### config.mk
export PLATFORM = sky130hd
export DESIGN_NAME = duart_regfile
export DESIGN_NICKNAME = d
export VERILOG_FILES = /design/src/rtl/duart_rf_pkg.sv /design/src/rtl/duart_chan_regs.sv /design/src/rtl/duart_shared_regs.sv /design/src/rtl/duart_regfile.sv
export SDC_FILE = /design/constraint.sdc
export NUM_CORES = 1
export LEC_CHECK = 0
export ABC_AREA = 1
export BUFFER_PORTS_ARGS = -buffer_cell sky130_fd_sc_hd__buf_2
export CAP_MARGIN = 10
export CORE_MARGIN = 1.5
export CORE_UTILIZATION = 44
export DETAILED_ROUTE_END_ITERATION = 10
export GPL_ROUTABILITY_DRIVEN = 0
export HOLD_SLACK_MARGIN = 0.12
export PLACE_DENSITY = 0.76
export SYNTH_ARGS = -nofsm -noshare
export SYNTH_HDL_FRONTEND = slang
export SYNTH_SLANG_ARGS = --single-unit
### constraint.sdc
create_clock -name clk -period 1.7 [get_ports clk]
set_input_delay 0.34 -clock clk [delete_from_list [all_inputs] [get_ports clk]]
set_output_delay 0.34 -clock clk [all_outputs]
set_load 0.01 [all_outputs]
### src/rtl/duart_rf_pkg.sv
// Package: shared widths, address codes and reset values for the
// dual-channel register front end. Assumes a fixed 16-entry address map.
package duart_rf_pkg;
    localparam int DW  = 8;
    localparam int NCH = 2;
    localparam logic [DW-1:0] IVEC_RST = 8'h0F;
    localparam logic [2:0]    CMD_PTR_RST = 3'b001;

    // Offset inside a channel window (addr[1:0] when addr[2] == 0)
    typedef enum logic [1:0] {
        SUB_MODE = 2'd0,
        SUB_SC   = 2'd1,   // status on read, clock select on write
        SUB_RC   = 2'd2,   // reserved on read, command on write
        SUB_BUF  = 2'd3    // receive buffer on read, transmit on write
    } sub_e;

    // Shared addresses
    localparam logic [3:0] A_IPC_AUX = 4'h4;
    localparam logic [3:0] A_ISR_IMR = 4'h5;
    localparam logic [3:0] A_CNT_HI  = 4'h6;
    localparam logic [3:0] A_CNT_LO  = 4'h7;
    localparam logic [3:0] A_VEC     = 4'hC;
    localparam logic [3:0] A_IP_CFG  = 4'hD;
    localparam logic [3:0] A_START   = 4'hE;
    localparam logic [3:0] A_STOP    = 4'hF;
endpackage

### src/rtl/duart_chan_regs.sv
// Per-channel registers: two mode registers behind a sticky pointer,
// clock select, and the command/transmit/receive strobes. Assumes at most
// one decoded access strobe is high in a cycle.
module duart_chan_regs
    import duart_rf_pkg::*;
(
    input  logic          clk,
    input  logic          rst_n,
    input  logic          mode_rd,
    input  logic          mode_wr,
    input  logic          csel_wr,
    input  logic          cmd_wr,
    input  logic          tx_wr,
    input  logic          rx_rd,
    input  logic [DW-1:0] wdata,
    output logic [DW-1:0] mode_rdata,
    output logic [DW-1:0] mr1_q,
    output logic [DW-1:0] mr2_q,
    output logic [DW-1:0] csel_q,
    output logic          cmd_stb_q,
    output logic [DW-1:0] cmd_byte_q,
    output logic          tx_stb_q,
    output logic [DW-1:0] tx_byte_q,
    output logic          rx_pop_q
);
    logic ptr_q;     // 0 selects mode register 1, 1 selects mode register 2
    logic ptr_clr;

    // Pointer reset request from the command code
    assign ptr_clr = cmd_wr && (wdata[6:4] == CMD_PTR_RST);

    // Mode read returns the register under the pointer
    assign mode_rdata = ptr_q ? mr2_q : mr1_q;

    // Pointer: advances on any mode access, returns on command or reset
    always_ff @(posedge clk) begin
        if (!rst_n)                 ptr_q <= 1'b0;
        else if (ptr_clr)           ptr_q <= 1'b0;
        else if (mode_rd || mode_wr) ptr_q <= 1'b1;
    end

    // Mode and clock-select registers
    always_ff @(posedge clk) begin
        if (!rst_n) begin
            mr1_q  <= '0;
            mr2_q  <= '0;
            csel_q <= '0;
        end else begin
            if (mode_wr && !ptr_q) mr1_q <= wdata;
            if (mode_wr &&  ptr_q) mr2_q <= wdata;
            if (csel_wr)           csel_q <= wdata;
        end
    end

    // One-cycle strobes toward the channel
    always_ff @(posedge clk) begin
        if (!rst_n) begin
            cmd_stb_q  <= 1'b0;
            cmd_byte_q <= '0;
            tx_stb_q   <= 1'b0;
            tx_byte_q  <= '0;
            rx_pop_q   <= 1'b0;
        end else begin
            cmd_stb_q <= cmd_wr && !ptr_clr;
            tx_stb_q  <= tx_wr;
            rx_pop_q  <= rx_rd;
            if (cmd_wr && !ptr_clr) cmd_byte_q <= wdata;
            if (tx_wr)              tx_byte_q  <= wdata;
        end
    end

    AST_PTR_ADVANCE: assert property (@(posedge clk) disable iff (!rst_n)
        (mode_rd || mode_wr) |=> ptr_q);
    AST_PTR_STICKY: assert property (@(posedge clk) disable iff (!rst_n)
        (ptr_q && !ptr_clr) |=> ptr_q);
    AST_PTR_RETURN: assert property (@(posedge clk) disable iff (!rst_n)
        ptr_clr |=> (!ptr_q && !cmd_stb_q));
    AST_MR1_GUARD: assert property (@(posedge clk) disable iff (!rst_n)
        (mode_wr && ptr_q) |=> $stable(mr1_q));
    AST_TX_PULSE: assert property (@(posedge clk) disable iff (!rst_n)
        tx_wr |=> (tx_stb_q && tx_byte_q == $past(wdata)));
endmodule

### src/rtl/duart_shared_regs.sv
// Shared registers: auxiliary control, interrupt mask, vector, counter
// preloads, output configuration, set/clear output latch, counter pulses.
// Assumes decoded one-hot write and read strobes from the top.
module duart_shared_regs
    import duart_rf_pkg::*;
(
    input  logic          clk,
    input  logic          rst_n,
    input  logic          aux_wr,
    input  logic          imask_wr,
    input  logic          hi_wr,
    input  logic          lo_wr,
    input  logic          vec_wr,
    input  logic          cfg_wr,
    input  logic          set_wr,
    input  logic          clr_wr,
    input  logic          start_rd,
    input  logic          stop_rd,
    input  logic [DW-1:0] wdata,
    output logic [DW-1:0] auxc_q,
    output logic [DW-1:0] imask_q,
    output logic [DW-1:0] ivec_q,
    output logic [DW-1:0] cnt_hi_q,
    output logic [DW-1:0] cnt_lo_q,
    output logic [DW-1:0] opcfg_q,
    output logic [DW-1:0] oplat_q,
    output logic          start_q,
    output logic          stop_q
);
    // Plain configuration registers
    always_ff @(posedge clk) begin
        if (!rst_n) begin
            auxc_q   <= '0;
            imask_q  <= '0;
            ivec_q   <= IVEC_RST;
            cnt_hi_q <= '0;
            cnt_lo_q <= '0;
            opcfg_q  <= '0;
        end else begin
            if (aux_wr)   auxc_q   <= wdata;
            if (imask_wr) imask_q  <= wdata;
            if (vec_wr)   ivec_q   <= wdata;
            if (hi_wr)    cnt_hi_q <= wdata;
            if (lo_wr)    cnt_lo_q <= wdata;
            if (cfg_wr)   opcfg_q  <= wdata;
        end
    end

    // Output latch changed only by bit-set and bit-clear writes
    always_ff @(posedge clk) begin
        if (!rst_n)      oplat_q <= '0;
        else if (set_wr) oplat_q <= oplat_q | wdata;
        else if (clr_wr) oplat_q <= oplat_q & ~wdata;
    end

    // Counter command pulses
    always_ff @(posedge clk) begin
        if (!rst_n) begin
            start_q <= 1'b0;
            stop_q  <= 1'b0;
        end else begin
            start_q <= start_rd;
            stop_q  <= stop_rd;
        end
    end

    AST_OPL_SET: assert property (@(posedge clk) disable iff (!rst_n)
        set_wr |=> ((oplat_q & $past(wdata)) == $past(wdata)
                    && (oplat_q & ~$past(wdata)) == ($past(oplat_q) & ~$past(wdata))));
    AST_OPL_CLR: assert property (@(posedge clk) disable iff (!rst_n)
        clr_wr |=> ((oplat_q & $past(wdata)) == '0
                    && (oplat_q & ~$past(wdata)) == ($past(oplat_q) & ~$past(wdata))));
    AST_CNT_EXCL: assert property (@(posedge clk) disable iff (!rst_n)
        $onehot0({start_q, stop_q}));
    AST_CNT_PULSE: assert property (@(posedge clk) disable iff (!rst_n)
        start_q |=> !start_q || $past(start_rd));
endmodule

### src/rtl/duart_regfile.sv
// Top: decodes the 4-bit address (differently for read and write), routes
// strobes to the two channel slices and the shared slice, and muxes read
// data. Assumes the host raises rd_en/wr_en for one cycle per access; a
// write overrides a simultaneous read.
module duart_regfile
    import duart_rf_pkg::*;
(
    input  logic                clk,
    input  logic                rst_n,
    input  logic [3:0]          addr,
    input  logic                rd_en,
    input  logic                wr_en,
    input  logic [7:0]          wdata,
    output logic [7:0]          rdata,
    input  logic [7:0]          stat_a,
    input  logic [7:0]          stat_b,
    input  logic [7:0]          rxd_a,
    input  logic [7:0]          rxd_b,
    input  logic [7:0]          ipcr_in,
    input  logic [7:0]          isr_in,
    input  logic [7:0]          ip_in,
    input  logic [15:0]         cnt_val,
    output logic [1:0][7:0]     mr1,
    output logic [1:0][7:0]     mr2,
    output logic [1:0][7:0]     csel,
    output logic [1:0]          cmd_stb,
    output logic [1:0][7:0]     cmd_byte,
    output logic [1:0]          tx_stb,
    output logic [1:0][7:0]     tx_byte,
    output logic [1:0]          rx_pop,
    output logic [7:0]          auxc,
    output logic [7:0]          imask,
    output logic [7:0]          ivec,
    output logic [7:0]          cnt_hi,
    output logic [7:0]          cnt_lo,
    output logic [7:0]          opcfg,
    output logic [7:0]          oplat,
    output logic                cnt_start,
    output logic                cnt_stop
);
    logic       rd_act, wr_act, in_chan;
    logic       ch_sel;
    sub_e       sub;
    logic [NCH-1:0][DW-1:0] mode_rdata;
    logic [NCH-1:0][DW-1:0] stat_v, rxd_v;

    assign wr_act  = wr_en;
    assign rd_act  = rd_en && !wr_en;
    assign in_chan = !addr[2];
    assign ch_sel  = addr[3];
    assign sub     = sub_e'(addr[1:0]);
    assign stat_v  = {stat_b, stat_a};
    assign rxd_v   = {rxd_b, rxd_a};

    // Channel slices, one per channel window
    for (genvar c = 0; c < NCH; c++) begin : g_ch
        logic hit;
        assign hit = in_chan && (ch_sel == c[0]);

        duart_chan_regs u_ch (
            .clk        (clk),
            .rst_n      (rst_n),
            .mode_rd    (rd_act && hit && sub == SUB_MODE),
            .mode_wr    (wr_act && hit && sub == SUB_MODE),
            .csel_wr    (wr_act && hit && sub == SUB_SC),
            .cmd_wr     (wr_act && hit && sub == SUB_RC),
            .tx_wr      (wr_act && hit && sub == SUB_BUF),
            .rx_rd      (rd_act && hit && sub == SUB_BUF),
            .wdata      (wdata),
            .mode_rdata (mode_rdata[c]),
            .mr1_q      (mr1[c]),
            .mr2_q      (mr2[c]),
            .csel_q     (csel[c]),
            .cmd_stb_q  (cmd_stb[c]),
            .cmd_byte_q (cmd_byte[c]),
            .tx_stb_q   (tx_stb[c]),
            .tx_byte_q  (tx_byte[c]),
            .rx_pop_q   (rx_pop[c])
        );
    end

    // Shared slice
    duart_shared_regs u_sh (
        .clk      (clk),
        .rst_n    (rst_n),
        .aux_wr   (wr_act && addr == A_IPC_AUX),
        .imask_wr (wr_act && addr == A_ISR_IMR),
        .hi_wr    (wr_act && addr == A_CNT_HI),
        .lo_wr    (wr_act && addr == A_CNT_LO),
        .vec_wr   (wr_act && addr == A_VEC),
        .cfg_wr   (wr_act && addr == A_IP_CFG),
        .set_wr   (wr_act && addr == A_START),
        .clr_wr   (wr_act && addr == A_STOP),
        .start_rd (rd_act && addr == A_START),
        .stop_rd  (rd_act && addr == A_STOP),
        .wdata    (wdata),
        .auxc_q   (auxc),
        .imask_q  (imask),
        .ivec_q   (ivec),
        .cnt_hi_q (cnt_hi),
        .cnt_lo_q (cnt_lo),
        .opcfg_q  (opcfg),
        .oplat_q  (oplat),
        .start_q  (cnt_start),
        .stop_q   (cnt_stop)
    );

    // Read-data multiplexer, zero when no read is active
    always_comb begin
        rdata = '0;
        if (rd_act) begin
            if (in_chan) begin
                unique case (sub)
                    SUB_MODE: rdata = mode_rdata[ch_sel];
                    SUB_SC:   rdata = stat_v[ch_sel];
                    SUB_RC:   rdata = '0;
                    SUB_BUF:  rdata = rxd_v[ch_sel];
                endcase
            end else begin
                case (addr)
                    A_IPC_AUX: rdata = ipcr_in;
                    A_ISR_IMR: rdata = isr_in;
                    A_CNT_HI:  rdata = cnt_val[15:8];
                    A_CNT_LO:  rdata = cnt_val[7:0];
                    A_VEC:     rdata = ivec;
                    A_IP_CFG:  rdata = ip_in;
                    default:   rdata = '0;
                endcase
            end
        end
    end

    AST_IDLE_BUS: assert property (@(posedge clk) disable iff (!rst_n)
        !rd_act |-> rdata == '0);
    AST_RSV_QUIET: assert property (@(posedge clk) disable iff (!rst_n)
        (rd_act && in_chan && sub == SUB_RC) |=> (cmd_stb == '0 && tx_stb == '0 && rx_pop == '0));
    AST_CH_ISOLATE: assert property (@(posedge clk) disable iff (!rst_n)
        ((rd_en || wr_en) && in_chan && ch_sel) |=> $stable(mr1[0]) && $stable(mr2[0]) && $stable(csel[0]));
endmodule

==> run summary <==
P&R area growth vs syn: 39.8%
Reg power frac: 0.403
CP delay by family, top: simple AND/OR/NAND/NOR gates
synth warn: 0
DP Cell Count: 1307
drc violations: 0
CTS Buffer Depth: 2
CTS tree: done
Leakage Power: 4.27 nW
Net Switching: 2.12 mW
postcts setup bufs: 0
fin. max-slew vios: 0
number of global-route vias before repair: 6483
fin area: 0.00886 mm^2
die width: 123 um
first-pass GRT wire length: 33.7 mm
row count: 43
grt ovf: 0
clock network power share: 0.498
Final Cycle Share: 1.14
fmax: 516 MHz
pwr/cell area: 982 mW/mm^2
cell taking the most area after synthesis: dfxtp_1
H-tree depth: 4
clk_skew: 0.00618 ns
RSZ-0062 raised after global routing: yes
Area after DPL: 0.00805 mm^2
top-area cell type share of the netlist area: 0.461
largest net degree at the start of global routing: 48
Netlist cell types: 24
layout cells sized above 1: 0.350
HPWL Detailed: 15.9 mm
vias: 7178
cell chain of the critical path: clkinv_4, nand2_1, nand3_2, nand3_2, nand4_1, nand2_1, nor2_1, buf_2
final wirelength: 22.2 mm
critical path data arrival time: 1.60 ns
ANT nets after route: 0
clock root buffer: clkbuf_16
Die H: 123 um
Tmin final: 1.94 ns
Design Power: 8.70 mW
num ports: 240
failing checks: negative setup slack
DR iter-0 viols: 584
CP endpoint kind: output pin
worst-skew pair later-pin latency: 0.42 ns
vias per cell: 5.34
CP required: 1.36 ns
worst-path fanout max: 10
Setup-failing EPs final: 8
Int Power: 6.58 mW
Core Region: 0.0140 mm^2
starting density of the core: 0.453
worst min-delay path class: input port to flip-flop
Finished Layout Cells: 1343
top cells by area, synth: dfxtp_1, nand2_1, a21oi_1, nand3_1, o21ai_0
worst setup margin: -0.237 ns
Cells after Synth: 887
port buffer count: 239
Max-slew headroom: 0.680
max-cap viol count: 0
Synth Register Bits: 146
DIE AREA: 0.0151 mm^2
synthesized area per cell: 7.14 um^2
critical path launch point type: flip-flop
WP buf/inv: 2
initial antenna violation count: 2
mapped cell area: 0.00634 mm^2
drt pass-1 iters: 5
final hold viol count: 0
routed len/inst: 16.5 um
Post-Syn Nets: 975
Tot GR Track Use: 0.292
combinational power share: 0.099
critical path's slowest cell: dfxtp_4
CP Class: flip-flop to output pin
crit-path max cell delay: 0.37 ns
VDD IR-drop max: 662 uV
total CTS buffers: 17
Switching Share: 0.244
setup_tns: -1.62 ns
Worst-Margin Slew: 0.476 ns
status: finished, violations left
clock slew at reported path FFs: 0.06 ns
clk sink count: 146
sequential area share after synthesis: 0.461
nets@finish: 1236
## kinds of logic after synthesis
group	count (synthesis)	share of synthesized area
AO/OA/AOI/OAI	222	0.177
buffers and inverters	115	0.0811
flip-flops	146	0.461
AND/OR/NAND/NOR	404	0.281
## cell usage after synthesis, drive strengths merged
cell	n
nor3	18
inv	41
o211ai	4
nand3	113
a21oi	132
o21ai	85
nand4	3
a31oi	1
clkinv	6
nand2	208
nor4	2
nor2	60
dfxtp	146
buf	36
clkbuf	32
## power by group through the flow
stage,Sequential (mW),Clock [mW],Combinational (mW)
after floorplan,3.60,0,0.408
after global placement,3.58,0,0.829
after detailed placement,3.58,0,0.834
after CTS,3.51,4.35,0.851
after global routing,3.51,4.52,0.942
final,3.51,4.33,0.866
## flip-flops by register name, indices dropped and copies added, names as in the netlist, 2 cells and up, named ones only
name                  flops
g_ch.u_ch.tx_stb_q        2
g_ch.u_ch.cmd_stb_q       2
g_ch.u_ch.csel_q         16
g_ch.u_ch.rx_pop_q        2
u_sh.imask_q              8
u_sh.cnt_lo_q             8
g_ch.u_ch.mr2_q          16
u_sh.opcfg_q              8
g_ch.u_ch.tx_byte_q      16
g_ch.u_ch.mr1_q          16
u_sh.cnt_hi_q             8
g_ch.u_ch.cmd_byte_q     16
u_sh.ivec_q               8
u_sh.auxc_q               8
g_ch.u_ch.ptr_q           2
## layout by cell type (no fill, tap or decap)
| master | Yosys | final |
|---|---|---|
| dfxtp_4 | 0 | 2 |
| nor2_1 | 46 | 45 |
| nor3_1 | 18 | 18 |
| nand3_2 | 2 | 15 |
| o21ai_0 | 83 | 82 |
| nand2_4 | 0 | 1 |
| nor2_4 | 4 | 5 |
| clkinv_1 | 5 | 2 |
| inv_8 | 0 | 1 |
| inv_6 | 0 | 2 |
| nor4_1 | 2 | 2 |
| nand3_1 | 111 | 98 |
| inv_2 | 10 | 9 |
| a21oi_1 | 132 | 131 |
| clkinvlp_4 | 0 | 2 |
| nand2_1 | 200 | 192 |
| bufinv_16 | 0 | 6 |
| dfxtp_1 | 146 | 144 |
| inv_1 | 31 | 31 |
| nor2_2 | 10 | 10 |
| clkbuf_16 | 0 | 17 |
| inv_4 | 0 | 1 |
| o211ai_1 | 4 | 4 |
| nand4_1 | 3 | 3 |
| clkinv_4 | 0 | 5 |
| buf_4 | 15 | 61 |
| buf_2 | 20 | 240 |
| o21ai_1 | 2 | 2 |
| buf_12 | 0 | 7 |
| a31oi_1 | 1 | 1 |
| diode_2 | 0 | 2 |
| clkinv_2 | 1 | 3 |
| buf_6 | 0 | 2 |
| o21ai_2 | 0 | 1 |
| a21oi_2 | 0 | 1 |
| nand2_2 | 8 | 15 |
## repair_timing
action,in CTS,in global routing
setup endpoints to repair,8,8
cloned,2,0
hold buffers,0,0
endpoints found under the hold margin,0,0
gates resized for setup,23,11
pin swaps,8,9
## area by class of cell
cell class / instances / area, um^2
clock inverter: 15 / 255
inverter: 47 / 191
antenna: 2 / 5.00
tap: 180 / 225
multi-input combinational: 626 / 3010
fill: 1264 / 5130
clock buffer: 17 / 425
timing repair buffer: 310 / 1820
sequential: 146 / 2930
## layer usage
metal	vias to the layer above	track usage	wire, um
met5	-	0	0
met4	0	0.124	710
met3	50	0.0784	1940
met2	323	0.461	10200
met1	3325	0.376	9340
li1	3480	-	-
## path summary, 6_finish.rpt
path                           start                    end  slack [ns]  depth (start not counted)
setup / recovery  g_ch[0].u_ch.ptr_q               rdata[1]       -0.24                          8
setup reg to reg  g_ch[0].u_ch.ptr_q  g_ch[0].u_ch.mr2_q[5]        0.58                          5
hold reg to reg      u_sh.imask_q[5]        u_sh.imask_q[5]        0.46                          2
hold / removal                 rst_n         u_sh.ivec_q[2]        0.26                          2
## through the flow
stage / hold slack, ns / setup slack, ns / utilization
floorplan: 0.483 / -0.00271 / -
global placement: 0.447 / -0.148 / 0.575
detailed placement: 0.452 / -0.196 / 0.575
CTS: 0.238 / -0.232 / 0.630
global route: 0.251 / -0.328 / 0.633
finish: 0.260 / -0.237 / 0.633
No activity file was read; power rests on OpenSTA's default activity.
